$ cat src/rtl/ssm_pkg.sv
package ssm_pkg;

  typedef struct packed {
    logic [1:0] band;
    logic [1:0] dev;
    logic       center;
  } ssm_sel_t;

  localparam int unsigned SPAN_UNITS_MAX = 28;

  // span in 0.125 % units; bit 1 = wide range
  function automatic int unsigned dev_units(input logic [1:0] code);
    case (code)
      2'b00:   return 10;
      2'b01:   return 20;
      2'b10:   return 14;
      default: return 28;
    endcase
  endfunction

  function automatic int unsigned min4(input int unsigned a, b, c, d);
    int unsigned m;
    m = a;
    if (b < m) m = b;
    if (c < m) m = c;
    if (d < m) m = d;
    return m;
  endfunction

  function automatic int unsigned max4(input int unsigned a, b, c, d);
    int unsigned m;
    m = a;
    if (b > m) m = b;
    if (c > m) m = c;
    if (d > m) m = d;
    return m;
  endfunction

endpackage

$ cat src/rtl/ssm_cfg.sv
module ssm_cfg
  import ssm_pkg::*;
#(
  parameter int unsigned DIV_0 = 256,
  parameter int unsigned DIV_1 = 512,
  parameter int unsigned DIV_2 = 2048,
  parameter int unsigned DIV_3 = 3584,
  parameter int unsigned FRAC  = 16,
  parameter int unsigned PH_W  = 12,
  parameter int unsigned S_W   = 9
) (
  input  logic            clk_i,
  input  logic            rst_ni,
  input  logic            load_i,
  input  ssm_sel_t        sel_i,
  output ssm_sel_t        cfg_o,
  output logic [S_W-1:0]  span_o,
  output logic [PH_W-1:0] half_o,
  output logic [PH_W-1:0] last_o,
  output logic            center_o
);

  ssm_sel_t    sel_q;
  int unsigned div_sel;

  // selects idle high, as if pulled up
  always_ff @(posedge clk_i or negedge rst_ni) begin
    if (!rst_ni)     sel_q <= '1;
    else if (load_i) sel_q <= sel_i;
  end

  always_comb begin
    unique case (sel_q.band)
      2'd0: div_sel = DIV_0;
      2'd1: div_sel = DIV_1;
      2'd2: div_sel = DIV_2;
      2'd3: div_sel = DIV_3;
    endcase
    span_o = S_W'(dev_units(sel_q.dev) * FRAC);
    half_o = PH_W'(div_sel / 2);
    last_o = PH_W'(div_sel - 1);
  end

  assign center_o = sel_q.center;
  assign cfg_o    = sel_q;

endmodule

$ cat src/rtl/ssm_phase.sv
module ssm_phase #(
  parameter int unsigned PH_W = 12
) (
  input  logic            clk_i,
  input  logic            rst_ni,
  input  logic            run_i,
  input  logic [PH_W-1:0] half_i,
  input  logic [PH_W-1:0] last_i,
  output logic [PH_W-1:0] phase_o,
  output logic            wrap_o,
  output logic            mid_o,
  output logic            fall_o
);

  assign wrap_o = run_i && (phase_o == last_i);
  assign mid_o  = run_i && (phase_o == half_i - 1'b1);
  assign fall_o = phase_o >= half_i;

  always_ff @(posedge clk_i or negedge rst_ni) begin
    if (!rst_ni)                phase_o <= '0;
    else if (!run_i || wrap_o)  phase_o <= '0;
    else                        phase_o <= phase_o + 1'b1;
  end

endmodule

$ cat src/rtl/ssm_ramp.sv
// Exact linear ramp q = floor(span * j / half), advanced one j per cycle.
module ssm_ramp #(
  parameter int unsigned PH_W = 12,
  parameter int unsigned S_W  = 9,
  parameter int unsigned NSUB = 4
) (
  input  logic            clk_i,
  input  logic            rst_ni,
  input  logic            clr_i,
  input  logic            adv_i,
  input  logic [S_W-1:0]  span_i,
  input  logic [PH_W-1:0] half_i,
  output logic [S_W-1:0]  q_o
);

  localparam int unsigned T_W = PH_W + 1;

  logic [PH_W-1:0] rem_q;
  logic [T_W-1:0]  acc0;
  logic [T_W-1:0]  den;
  logic [NSUB-1:0] hit;

  assign acc0 = T_W'(rem_q) + T_W'(span_i);
  assign den  = {1'b0, half_i};

  // unrolled restoring subtract; NSUB bounds the quotient per step
  for (genvar i = 0; i < NSUB; i++) begin : g_sub
    logic [T_W-1:0] t_in;
    logic [T_W-1:0] t_out;
    if (i == 0) begin : g_first
      assign t_in = acc0;
    end else begin : g_next
      assign t_in = g_sub[i-1].t_out;
    end
    assign hit[i] = t_in >= den;
    assign t_out  = hit[i] ? t_in - den : t_in;
  end

  always_ff @(posedge clk_i or negedge rst_ni) begin
    if (!rst_ni) begin
      q_o   <= '0;
      rem_q <= '0;
    end else if (clr_i) begin
      q_o   <= '0;
      rem_q <= '0;
    end else if (adv_i) begin
      q_o   <= q_o + S_W'($countones(hit));
      rem_q <= PH_W'(g_sub[NSUB-1].t_out);
    end
  end

endmodule

$ cat src/rtl/ssm_sweep_gen.sv
module ssm_sweep_gen
  import ssm_pkg::*;
#(
  parameter int unsigned DIV_0 = 256,
  parameter int unsigned DIV_1 = 512,
  parameter int unsigned DIV_2 = 2048,
  parameter int unsigned DIV_3 = 3584,
  parameter int unsigned FRAC  = 16,
  parameter int unsigned OFS_W = 12
) (
  input  logic                    clk_i,
  input  logic                    rst_ni,
  input  logic                    halt_ni,
  input  logic [1:0]              band_sel_i,
  input  logic [1:0]              dev_sel_i,
  input  logic                    center_i,
  output logic signed [OFS_W-1:0] offset_o,
  output logic                    standby_o,
  output logic                    ref_unmod_o
);

  localparam int unsigned DIV_MAX = max4(DIV_0, DIV_1, DIV_2, DIV_3);
  localparam int unsigned DIV_MIN = min4(DIV_0, DIV_1, DIV_2, DIV_3);
  localparam int unsigned PH_W    = $clog2(DIV_MAX);
  localparam int unsigned S_MAX   = SPAN_UNITS_MAX * FRAC;
  localparam int unsigned S_W     = $clog2(S_MAX + 1);
  localparam int unsigned H_MIN   = DIV_MIN / 2;
  localparam int unsigned NSUB    = (S_MAX + H_MIN - 1) / H_MIN;

  ssm_sel_t        sel_in;
  ssm_sel_t        cfg_q;
  logic [S_W-1:0]  span;
  logic [PH_W-1:0] half;
  logic [PH_W-1:0] last;
  logic            center;
  logic [PH_W-1:0] phase;
  logic            wrap;
  logic            mid;
  logic            fall;
  logic [S_W-1:0]  q;
  logic [S_W-1:0]  mag;
  logic            run;

  assign run    = halt_ni;
  assign sel_in = '{band: band_sel_i, dev: dev_sel_i, center: center_i};

  ssm_cfg #(
    .DIV_0(DIV_0), .DIV_1(DIV_1), .DIV_2(DIV_2), .DIV_3(DIV_3),
    .FRAC(FRAC), .PH_W(PH_W), .S_W(S_W)
  ) u_cfg (
    .clk_i    (clk_i),
    .rst_ni   (rst_ni),
    .load_i   (!run || wrap),
    .sel_i    (sel_in),
    .cfg_o    (cfg_q),
    .span_o   (span),
    .half_o   (half),
    .last_o   (last),
    .center_o (center)
  );

  ssm_phase #(.PH_W(PH_W)) u_phase (
    .clk_i   (clk_i),
    .rst_ni  (rst_ni),
    .run_i   (run),
    .half_i  (half),
    .last_i  (last),
    .phase_o (phase),
    .wrap_o  (wrap),
    .mid_o   (mid),
    .fall_o  (fall)
  );

  ssm_ramp #(.PH_W(PH_W), .S_W(S_W), .NSUB(NSUB)) u_ramp (
    .clk_i  (clk_i),
    .rst_ni (rst_ni),
    .clr_i  (!run || wrap || mid),
    .adv_i  (run),
    .span_i (span),
    .half_i (half),
    .q_o    (q)
  );

  assign mag = fall ? span - q : q;

  always_comb begin
    logic signed [OFS_W-1:0] top_s;
    top_s    = center ? $signed(OFS_W'(span >> 1)) : '0;
    offset_o = top_s - $signed(OFS_W'(mag));
  end

  always_ff @(posedge clk_i or negedge rst_ni) begin
    if (!rst_ni) standby_o <= 1'b0;
    else         standby_o <= !halt_ni;
  end

  assign ref_unmod_o = 1'b1;

endmodule

$ cat config.mk
export PLATFORM = sky130hd
export DESIGN_NAME = ssm_sweep_gen
export DESIGN_NICKNAME = d
export VERILOG_FILES = /design/src/rtl/ssm_pkg.sv /design/src/rtl/ssm_cfg.sv /design/src/rtl/ssm_phase.sv /design/src/rtl/ssm_ramp.sv /design/src/rtl/ssm_sweep_gen.sv
export SDC_FILE = /design/constraint.sdc
export NUM_CORES = 1
export LEC_CHECK = 0
export BUFFER_PORTS_ARGS = -buffer_cell sky130_fd_sc_hd__clkbuf_2
export CAP_MARGIN = 5
export CORE_ASPECT_RATIO = 0.6
export CORE_MARGIN = 2
export CORE_UTILIZATION = 23
export CTS_CLUSTER_DIAMETER = 80
export CTS_CLUSTER_SIZE = 8
export DETAILED_ROUTE_END_ITERATION = 16
export MAX_ROUTING_LAYER = met4
export PLACE_DENSITY = 0.42
export SLEW_MARGIN = 5
export SYNTH_ARGS = -nofsm -noshare
export SYNTH_HDL_FRONTEND = slang
export SYNTH_SLANG_ARGS = --single-unit
$ cat constraint.sdc
create_clock -name clk_i -period 23.4 [get_ports clk_i]
set_input_delay 2.34 -clock clk_i [delete_from_list [all_inputs] [get_ports clk_i]]
set_output_delay 2.34 -clock clk_i [all_outputs]
set_load 0.01 [all_outputs]
After elaboration in Yosys (flattened, before gate mapping) --
Index checks and enable logic that the tools add are counted.
Storage, ports and cells: logic and storage cells 54, input port bits 8, flip-flop bits (word level) 39, output and inout bits 14
Operators by class: $add $sub $neg 14, reductions and logical operators 8, multiplexer cells 13, equal/unequal tests 7, $lt $le $gt $ge 5
Operator list (count):
- $ge 13x12->1 | 4
- $pmux 13 s4 | 1
- $mux 12 | 4
- $mux 13 | 3
- $sub 13x12->13 | 3
- $mux 9 | 3
- $eq 12x12->1 | 2
- $sub 12x1->12 const B | 2
- $add 9x9->9 | 2
- $pmux 5 s3 | 1
- $add 12x9->13 | 1
- $add 12x1->12 const B | 1
- $ge 12x12->1 | 1
- $sub 12x12->12 | 1
- $sub 8x9->10 | 1
- $sub 9x9->9 | 1
- $mux 8 | 1
- $eq 2x2->1 const B | 3
- $add 1x1->2 | 2
- $eq 2x1->1 const B | 2
- $logic_not 2->1 | 2
- $logic_and 1x1->1 | 2
- $logic_or 1x1->1 | 2
- $reduce_bool 2->1 | 1
- $logic_not 1->1 | 1

Logic depth before layout (Yosys ltp) --
Gate-level depths: netlist of run 1.
word-level depth 15, mapped depth 45, mapped depth without buffers 45

Modules after synthesis --
Synthesis of run 1 repeated with hierarchy kept, for this count alone.
Second synthesis, totals: cells, all modules 927, area, all modules 7302.0 um2
Modules (own cells, without submodules):
- ssm_ramp | instances 1, area each 4503.1 um2, sequential area each 525.5 um2, cells each 572
- ssm_phase | instances 1, area each 1365.1 um2, sequential area each 300.3 um2, cells each 167
- ssm_sweep_gen | instances 1, area each 1012.2 um2, sequential area each 25.0 um2, cells each 142
- ssm_cfg | instances 1, area each 421.7 um2, sequential area each 131.4 um2, cells each 46

Worst setup path before layout of run 1 --
OpenSTA, ideal clock, no wires.
path kind register to register, start register u_cfg.sel_q (netlist bit u_cfg.cfg_o[1]), end register u_ramp.q_o[7], data required time 23.268 ns, path buffers 1, data arrival time 9.327 ns, slack 13.941 ns, period minus slack after synthesis 9.459 ns, cell stages (with the launch flop) 42, library setup time 0.132 ns, path through dfstp_2 -> or2_2 -> ha_1 -> a211oi_4 -> nor3b_1 -> o21ai_0 -> xnor2_1 -> ha_1 -> nor2_1 -> a21oi_1 -> a2111oi_4 -> mux2i_1 -> nor3_1 -> fa_1 -> nor2b_1 -> o21ai_0 -> o211ai_1 -> mux2i_1 -> (+6 left out) -> a21oi_1 -> o221a_2 -> o211ai_2 -> mux2_2 -> ha_1 -> a21o_1 -> a21oi_1 -> o211ai_4 -> ha_1 -> inv_1 -> fa_1 -> inv_1 -> ha_1 -> inv_1 -> fa_1 -> nor4_1 -> xnor2_1 -> nor2_1
Between the ends: cells in the longest elaborated chain, start to end 15, elaborated cells on any way between the ends 21, those cells by class add/sub: 8; order compare: 4; eq/ne: 2; mux: 6; reduce/logical: 1
RTL lines:
- start: declaration | line ssm_cfg.sv:23 | ssm_sel_t sel_q;
- start signal: assignment | line ssm_cfg.sv:29 | else if (load_i) sel_q <= sel_i;
- $eq 2x2->1 (tied with other cells) | line ssm_pkg.sv:13 | case (code)
- $pmux 5 s3 * | line ssm_pkg.sv:13
- $add 12x9->13 * | line ssm_ramp.sv:23 | assign acc0 = T_W'(rem_q) + T_W'(span_i);
- $sub 13x12->13 / $ge 13x12->1 (equally long branches) | line ssm_ramp.sv:36, ssm_ramp.sv:35
- $mux 13 | line ssm_ramp.sv:36 | assign t_out = hit[i] ? t_in - den : t_in;
- $sub 13x12->13 / $ge 13x12->1 (equally long branches) | line ssm_ramp.sv:36, ssm_ramp.sv:35
- $mux 13 | line ssm_ramp.sv:36
- $sub 13x12->13 / $ge 13x12->1 (equally long branches) | line ssm_ramp.sv:36, ssm_ramp.sv:35
- $mux 13 | line ssm_ramp.sv:36
- $ge 13x12->1 | line ssm_ramp.sv:35 | assign hit[i] = t_in >= den;
- $add 1x1->2 (implied by the code) | line ssm_ramp.sv:47 | q_o <= q_o + S_W'($countones(hit));
- $add 9x9->9 (implied by the code) * | line ssm_ramp.sv:47
- $add 9x9->9 * | line ssm_ramp.sv:47
- $mux 9 * | line ssm_ramp.sv:46 | end else if (adv_i) begin
- $mux 9 * | line ssm_ramp.sv:43 | end else if (clr_i) begin
- end signal: assignment | line ssm_ramp.sv:47
- end: declaration | line ssm_ramp.sv:13 | output logic [S_W-1:0] q_o
Mark *: on every way between the ends. The rest lies on a longest branch, timed or not. The select of a mux whose other input is x is not followed. A chain may end at the register's enable or synchronous reset.

Worst setup path after layout of run 1 --
Same ends and word-level chain as after synthesis.

==> results of run 1 <==
## cells in the mapped netlist (3+ instances only)
cell	number	area [sq um]
sky130_fd_sc_hd__a211oi_1	3	22.5
sky130_fd_sc_hd__a21o_1	6	45.0
sky130_fd_sc_hd__a21oi_1	26	130
sky130_fd_sc_hd__a31oi_1	4	25.0
sky130_fd_sc_hd__and2_1	8	50.1
sky130_fd_sc_hd__and3_1	3	18.8
sky130_fd_sc_hd__buf_4	4	30.0
sky130_fd_sc_hd__clkbuf_1	8	30.0
sky130_fd_sc_hd__dfrtp_1	29	726
sky130_fd_sc_hd__dfstp_2	5	131
sky130_fd_sc_hd__fa_1	8	160
sky130_fd_sc_hd__ha_1	37	463
sky130_fd_sc_hd__inv_1	42	158
sky130_fd_sc_hd__mux2_2	6	67.6
sky130_fd_sc_hd__mux2i_1	6	60.1
sky130_fd_sc_hd__nand2_1	31	116
sky130_fd_sc_hd__nand2b_1	6	37.5
sky130_fd_sc_hd__nand3_1	11	55.1
sky130_fd_sc_hd__nand4_1	5	31.3
sky130_fd_sc_hd__nor2_1	47	176
sky130_fd_sc_hd__nor2b_1	6	37.5
sky130_fd_sc_hd__nor3_1	12	60.1
sky130_fd_sc_hd__o211ai_1	6	45.0
sky130_fd_sc_hd__o21ai_0	21	105
sky130_fd_sc_hd__o21ai_1	3	15.0
sky130_fd_sc_hd__o31ai_1	3	22.5
sky130_fd_sc_hd__or3_1	3	18.8
sky130_fd_sc_hd__xnor2_1	26	228
sky130_fd_sc_hd__xor2_1	18	158
## logic make-up (layout without fill, tap and decap cells)
logic type	Yosys count	count (layout)	synth area share (%)
AND/OR/NAND/NOR	147	147	20.0
AO/OA/AOI/OAI	98	98	18.8
buffers and inverters	55	73	6.18
adder cells (fa/ha/maj)	45	45	16.8
XOR/XNOR	44	44	10.4
flip-flops	34	34	23.1
multiplexers	15	15	4.56
other	1	1	0.101
## registers in the layout, summed over array words and instances, names as in the netlist
name / count
standby_o: 1
u_cfg.center_o: 1
u_cfg.cfg_o: 4
u_phase.phase_o: 12
u_ramp.rem_q: 7
u_ramp.q_o: 9
## cells in the final DEF (no fill, tap or decap), types with 6 or more instances in the layout
master and instances:
sky130_fd_sc_hd__a21o_1 6, sky130_fd_sc_hd__a21oi_1 26, sky130_fd_sc_hd__and2_1 8, sky130_fd_sc_hd__clkbuf_2 20, sky130_fd_sc_hd__dfrtp_1 29, sky130_fd_sc_hd__fa_1 8, sky130_fd_sc_hd__ha_1 37, sky130_fd_sc_hd__inv_1 42
sky130_fd_sc_hd__mux2_2 6, sky130_fd_sc_hd__mux2i_1 6, sky130_fd_sc_hd__nand2_1 31, sky130_fd_sc_hd__nand2b_1 6, sky130_fd_sc_hd__nand3_1 11, sky130_fd_sc_hd__nor2_1 47, sky130_fd_sc_hd__nor2b_1 6, sky130_fd_sc_hd__nor3_1 12
sky130_fd_sc_hd__o211ai_1 6, sky130_fd_sc_hd__o21ai_0 20, sky130_fd_sc_hd__xnor2_1 26, sky130_fd_sc_hd__xor2_1 18
## cell type report
cell class	instances	share of cell area, %
Multi-Input combinational cell	350	62.3
Sequential cell	34	20.4
Tap cell	203	6.04
Inverter	42	3.75
Clock buffer	5	2.98
Timing Repair Buffer	23	2.92
Clock inverter	3	1.64
## how the worst max path moves through the flow
stage / startpoint / endpoint / slack [ns]
finish: u_cfg.cfg_o[1]$_DFFE_PN1N_ / u_ramp.q_o[7]$_DFFE_PN0P_ / 12.63
global placement: u_cfg.cfg_o[1]$_DFFE_PN1N_ / u_ramp.q_o[7]$_DFFE_PN0P_ / 12.88
CTS: u_cfg.cfg_o[1]$_DFFE_PN1N_ / u_ramp.q_o[7]$_DFFE_PN0P_ / 12.72
floorplan: u_cfg.cfg_o[1]$_DFFE_PN1N_ / u_ramp.q_o[7]$_DFFE_PN0P_ / 13.94
global route: u_cfg.cfg_o[1]$_DFFE_PN1N_ / u_ramp.q_o[7]$_DFFE_PN0P_ / 11.81
detailed placement: u_cfg.cfg_o[1]$_DFFE_PN1N_ / u_ramp.q_o[7]$_DFFE_PN0P_ / 12.76
## per-layer routing
layer	part of all wire, %	global-route usage [%]	wire [microns]	vias up
li1	-	-	-	1566
met1	60	20.1	5960	1462
met2	34	15.6	3390	75
met3	4.6	2.01	458	6
met4	0.71	2.21	70	0
met5	0	-	0	-
## through the flow
stage	std cells	hold WS, ns	setup WS [ns]
finish	660	0.503	12.63
floorplan	439	0.455	13.94
CTS	660	0.503	12.72
global route	660	0.516	11.81
detailed placement	652	0.496	12.76
global placement	652	0.482	12.88
## worst max-delay path, delay by kind of cell (launching register included)
kind | cells | cell delay [ns]
buffers and inverters | 4 | 0.23
flip-flops | 1 | 0.57
XOR/XNOR | 2 | 0.41
adder cells (fa/ha/maj) | 9 | 2.96
AND/OR/NAND/NOR | 9 | 1.87
AO/OA/AOI/OAI | 12 | 3.18
multiplexers | 4 | 1.39
==> impl_results.rst, run 1 <==
.. list-table::
   :header-rows: 1

   * - Metric
     - Value
   * - Worst clock skew on the final layout
     - 0.00433 ns
   * - Max clock buf depth
     - 2
   * - Startpoint Class
     - register
   * - Number of buffers inserted by hold repair at cts
     - 0
   * - Clock-pin slew reported for the worst setup and hold paths after clock tree synthesis
     - 0.06 ns
   * - Top FF cell, synth
     - sky130_fd_sc_hd__dfrtp_1
   * - Die Area
     - 17,200 sq um
   * - Number of DRC violations after detailed routing
     - 0
   * - Number of maximum-capacitance violations
     - 0
   * - Final design area excluding fillers
     - 4200 sq um
   * - Share of the clock period used by the worst path
     - 46.0%
   * - Area of the core
     - 15,500 sq um
   * - Total routed wirelength
     - 9870 microns
   * - Area of the multi-input gates
     - 2620 sq um
   * - Number of buffer cells added on primary ports
     - 20
   * - Pin count of the biggest net entering global routing
     - 35
   * - Insertion delay of the later-clocked pin in the worst-skew pair
     - 0.28 ns
   * - Count of cells along the worst register-to-register path
     - 40
   * - Kind of end point of the critical path
     - register
   * - Hold violation count in the final report
     - 0
   * - Number of violations reported at the end of detailed-routing iteration 0
     - 199
   * - Worst Hold Path EP
     - u_phase.phase_o[0]$_DFF_PN0_
   * - Worst reg2reg path startpoint
     - u_cfg.cfg_o[1]$_DFFE_PN1N_
   * - Post-synthesis area per instance
     - 8.44 sq um
   * - Vias in the first global route
     - 2,968
   * - Number of gates resized after cts
     - 0
   * - Initial standard-cell utilization of the core
     - 23.8%
   * - Total area of sequential cells
     - 857 sq um
   * - Crit path largest cell delay
     - 0.70 ns
   * - Post-synthesis cell area
     - 3700 sq um
   * - Area grow syn2layout
     - 13.5%
   * - Classification of the worst-slack hold path
     - register to register
   * - Final cell utilization of the core
     - 27.0%
   * - Arrival time of the worst setup path
     - 10.93 ns
   * - Clock tree root driver cell
     - sky130_fd_sc_hd__clkbuf_16
   * - Buffer count from post-CTS setup fixing
     - 0
   * - Vias post-DR
     - 3,109
   * - Sink Count
     - 34
   * - Total negative slack for setup checks
     - 0 ns
   * - Length of the first detailed-routing pass in iterations
     - 5
   * - Global-route usage over all layers
     - 12.5%
   * - Worst reg-to-reg setup slack
     - 12.63 ns
   * - Number of antenna violations at the first check in global routing
     - 0
   * - Hpwl dp
     - 8080 microns
   * - Final global-route overflow total
     - 0
   * - Via density per instance
     - 4.71
   * - EDFF count, synth
     - 0
   * - Data required time of the worst path
     - 23.56 ns
   * - I/O Pins
     - 22
   * - Final worst path period need
     - 10.77 ns
   * - Number of instances on the worst hold path
     - 1
   * - Share of synthesized registers carrying an async set or reset
     - 100%
   * - Register bit total from synthesis
     - 34
   * - Actual transition at the worst max-transition pin
     - 0.886 ns
   * - Category of the most critical setup path
     - register to register
   * - Final-report setup violation count
     - 0
   * - CTS Buf Count
     - 5
   * - Synthesized Nets
     - 492
   * - Number of nets in the layout
     - 509
   * - CTS tree
     - yes
   * - Sequential share of the synthesized area
     - 23.1%
   * - Synthesized instance count
     - 439
   * - Crit path max-delay cell type
     - sky130_fd_sc_hd__a2111oi_4
   * - Critical path's most frequent cell
     - sky130_fd_sc_hd__ha_1
   * - First-pass GRT wire length
     - 16,200 microns
   * - Maximum fanout along the worst path
     - 10
   * - Number of pins exceeding their max-slew limit in the final report
     - 0
   * - YS warnings
     - 0
   * - Antenna Diode Count
     - 0
   * - Die Span X
     - 168 microns
   * - Cell area after placement
     - 4010 sq um
   * - Share of cells above drive strength 1
     - 13.1%
   * - Post-detailed-route count of antenna-violating nets
     - 0
   * - Relative slew slack
     - 40.9%
   * - RR Endpoint
     - u_ramp.q_o[7]$_DFFE_PN0P_
   * - Die H
     - 102 microns
   * - Max Fclk
     - 0.0929 GHz
   * - Netlist cell types
     - 67
   * - Placement Rows
     - 35
   * - Result of the run
     - finished, final reports clean
   * - Total number of H-tree levels
     - 2
   * - Mean routed wirelength per cell
     - 15.0 microns
   * - Filler cell count in the final layout
     - 1,641
   * - Routability congestion estimate
     - 0.822
   * - Min-delay src
     - u_phase.phase_o[0]$_DFF_PN0_
   * - Setup repair after global routing missed its margin
     - false
Power of run 1 is not shown: default switching activity piles up to over one toggle a cycle in this logic, so the estimate is an artifact.
==> run 2, diff against run 1 <==
PLACE_DENSITY = 0.43   (was 0.42)
clock period = 9.4 ns   (was 23.4 ns; I/O delays follow)
==> impl_results.rst, run 2 (same netlist as run 1, synthesis figures left out) <==
.. list-table::
   :header-rows: 1

   * - Metric
     - Value
   * - Crit path largest cell delay
     - 0.57 ns (-0.13 ns)
   * - Filler cell count in the final layout
     - 1,644 (+0.18%)
   * - Hpwl dp
     - 8220 microns (+1.7%)
   * - Number of buffer cells added on primary ports
     - 20 (unchanged)
   * - Classification of the worst-slack hold path
     - register to register
   * - Final global-route overflow total
     - 0 (unchanged)
   * - Length of the first detailed-routing pass in iterations
     - 4 (-1)
   * - Number of flip-flops under the largest register name
     - 12 (unchanged)
   * - Arrival time of the worst setup path
     - 9.13 ns (-1.80 ns)
   * - Largest registers ranked by flip-flop count
     - u_phase.phase_o x12, u_ramp.q_o x9, u_ramp.rem_q x7
   * - Area of the core
     - 15,500 sq um (unchanged)
   * - Worst clock skew on the final layout
     - 0.0110 ns (+0.00663 ns)
   * - Category of cells accounting for the largest share of critical-path delay
     - adder cells
   * - Clock tree root driver cell
     - sky130_fd_sc_hd__clkbuf_16
   * - Actual transition at the worst max-transition pin
     - 0.947 ns (+0.0608 ns)
   * - Leading cell types in the layout, fill and taps excluded
     - 46 x sky130_fd_sc_hd__nor2_1, 42 x sky130_fd_sc_hd__inv_1, 36 x sky130_fd_sc_hd__ha_1
   * - Cell count after placement
     - 671 (+2.9%)
   * - Number of DRC violations after detailed routing
     - 0 (unchanged)
   * - Vias in the first global route
     - 3,005 (+1.2%)
   * - Insertion delay of the later-clocked pin in the worst-skew pair
     - 0.29 ns (about the same)
   * - Die Span X
     - 168 microns (unchanged)
   * - Die H
     - 102 microns (unchanged)
   * - Max clock buf depth
     - 2 (unchanged)
   * - Total number of H-tree levels
     - 2 (unchanged)
   * - Kind of end point of the critical path
     - register
   * - Initial standard-cell utilization of the core
     - 23.8% (unchanged)
   * - Final-report setup violation count
     - 0 (unchanged)
   * - Maximum fanout along the worst path
     - 6 (-4)
   * - CTS tree
     - yes
   * - Category of the most critical setup path
     - register to register
   * - Routability congestion estimate
     - 0.872 (+6.1%)
   * - Final worst path period need
     - 8.97 ns (-1.80 ns)
   * - Relative slew slack
     - 36.6% (-4.3 points)
   * - Clock-pin slew reported for the worst setup and hold paths after clock tree synthesis
     - 0.06 ns (about the same)
   * - Startpoint Class
     - register
   * - Max Fclk
     - 0.112 GHz (+20%)
   * - Area grow syn2layout
     - 21.3%
   * - Vias post-DR
     - 3,194 (+2.7%)
   * - Data required time of the worst path
     - 9.56 ns (-14.00 ns)
   * - Antenna Diode Count
     - 0 (unchanged)
   * - Share of cells above drive strength 1
     - 22.5% (+9.3 points)
   * - Global-route usage over all layers
     - 12.7% (+0.25 points)
   * - Sink Count
     - 34 (unchanged)
   * - Number of nets in the layout
     - 537 (+5.5%)
   * - Tightest hold margin
     - 0.492 ns (-0.0114 ns)
   * - Leading cell type in the layout, fill and taps excluded
     - sky130_fd_sc_hd__nor2_1
   * - Non-filler instance count after layout
     - 688 (+4.2%)
   * - CTS Buf Count
     - 5 (unchanged)
   * - Total negative slack for setup checks
     - 0 ns (unchanged)
   * - Number of maximum-capacitance violations
     - 0 (unchanged)
   * - Placement Rows
     - 35 (unchanged)
   * - First-pass GRT wire length
     - 16,500 microns (+1.5%)
   * - Number of pins exceeding their max-slew limit in the final report
     - 0 (unchanged)
   * - Die Area
     - 17,200 sq um (unchanged)
   * - Hold violation count in the final report
     - 0 (unchanged)
   * - Crit path max-delay cell type
     - sky130_fd_sc_hd__dfstp_2
   * - Mean routed wirelength per cell
     - 14.7 microns (-1.4%)
   * - Buffers & Inverters on Critical Path
     - 8 (+4)
   * - Critical path's most frequent cell
     - sky130_fd_sc_hd__inv_1
   * - Share of the clock period used by the worst path
     - 95.4% (+49 points)
   * - Total routed wirelength
     - 10,100 microns (+2.7%)
   * - Biggest register
     - u_phase.phase_o
   * - Number of violations reported at the end of detailed-routing iteration 0
     - 218 (+9.5%)
   * - Via density per instance
     - 4.64 (-1.4%)
   * - Pin count of the biggest net entering global routing
     - 35 (unchanged)
   * - Post-detailed-route count of antenna-violating nets
     - 0 (unchanged)
   * - Number of antenna violations at the first check in global routing
     - 0 (unchanged)
   * - I/O Pins
     - 22 (unchanged)
   * - Result of the run
     - finished, final reports clean
run 2: cell types whose count changed in the layout (fill, tap and decap cells not counted), moves of 3 or more:
cell / change
sky130_fd_sc_hd__o21ai_1: +3
sky130_fd_sc_hd__fa_1: -4
sky130_fd_sc_hd__buf_4: +28
sky130_fd_sc_hd__fa_2: +4
sky130_fd_sc_hd__o21ai_0: -5
sky130_fd_sc_hd__a21oi_1: -5
sky130_fd_sc_hd__a21oi_2: +4
run 2: per-stage QoR:
stage	worst slack [ns]	util, %	instance area [sq um]
after floorplan	0.0160	-	3700
after global placement	0.177	26.7	4150
after detailed placement	-0.105	26.7	4150
after CTS	0.0148	27.9	4330
after global routing	-0.0285	28.9	4500
final	0.434	28.9	4500
run 2: layout make-up:
type	instances	area [sq um]	area share (%)
Clock buffer	7	143	3.17
Clock inverter	1	30.0	0.668
Inverter	42	158	3.51
Multi-Input combinational cell	350	2720	60.5
Sequential cell	34	857	19.1
Tap cell	203	254	5.65
Timing Repair Buffer	51	333	7.40
run 2: worst paths after layout:
kind,start,end,depth (start not counted),slack (ns)
worst max-delay path,u_cfg.cfg_o[1]$_DFFE_PN1N_,u_ramp.q_o[5]$_DFFE_PN0P_,47,0.43
worst min-delay path,u_phase.phase_o[0]$_DFF_PN0_,u_phase.phase_o[0]$_DFF_PN0_,1,0.49
worst max register to register,u_cfg.cfg_o[1]$_DFFE_PN1N_,u_ramp.q_o[5]$_DFFE_PN0P_,47,0.43
worst min register to register,u_phase.phase_o[0]$_DFF_PN0_,u_phase.phase_o[0]$_DFF_PN0_,1,0.49
max in group asynchronous,rst_ni,u_ramp.q_o[3]$_DFFE_PN0P_,1,8.05
min in group asynchronous,rst_ni,u_phase.phase_o[7]$_DFF_PN0_,1,0.78
run 2: metal layers:
metal	vias to the layer above	track usage, %	share of wire [%]
met3	9	2.63	5.3
met1	1475	20.2	59
li1	1625	-	-
met5	-	-	0
met2	85	15.8	35
met4	0	2.47	0.77
run 2: repair_timing:
action	4_1_cts	5_1_grt
endpoints found under the hold margin	0	0
hold buffers	0	0
buffers inserted	0	9
endpoints found under the setup margin	2	7
gates resized for setup	4	25
pin swaps	2	10
Power of run 2 is left out for the same reason.
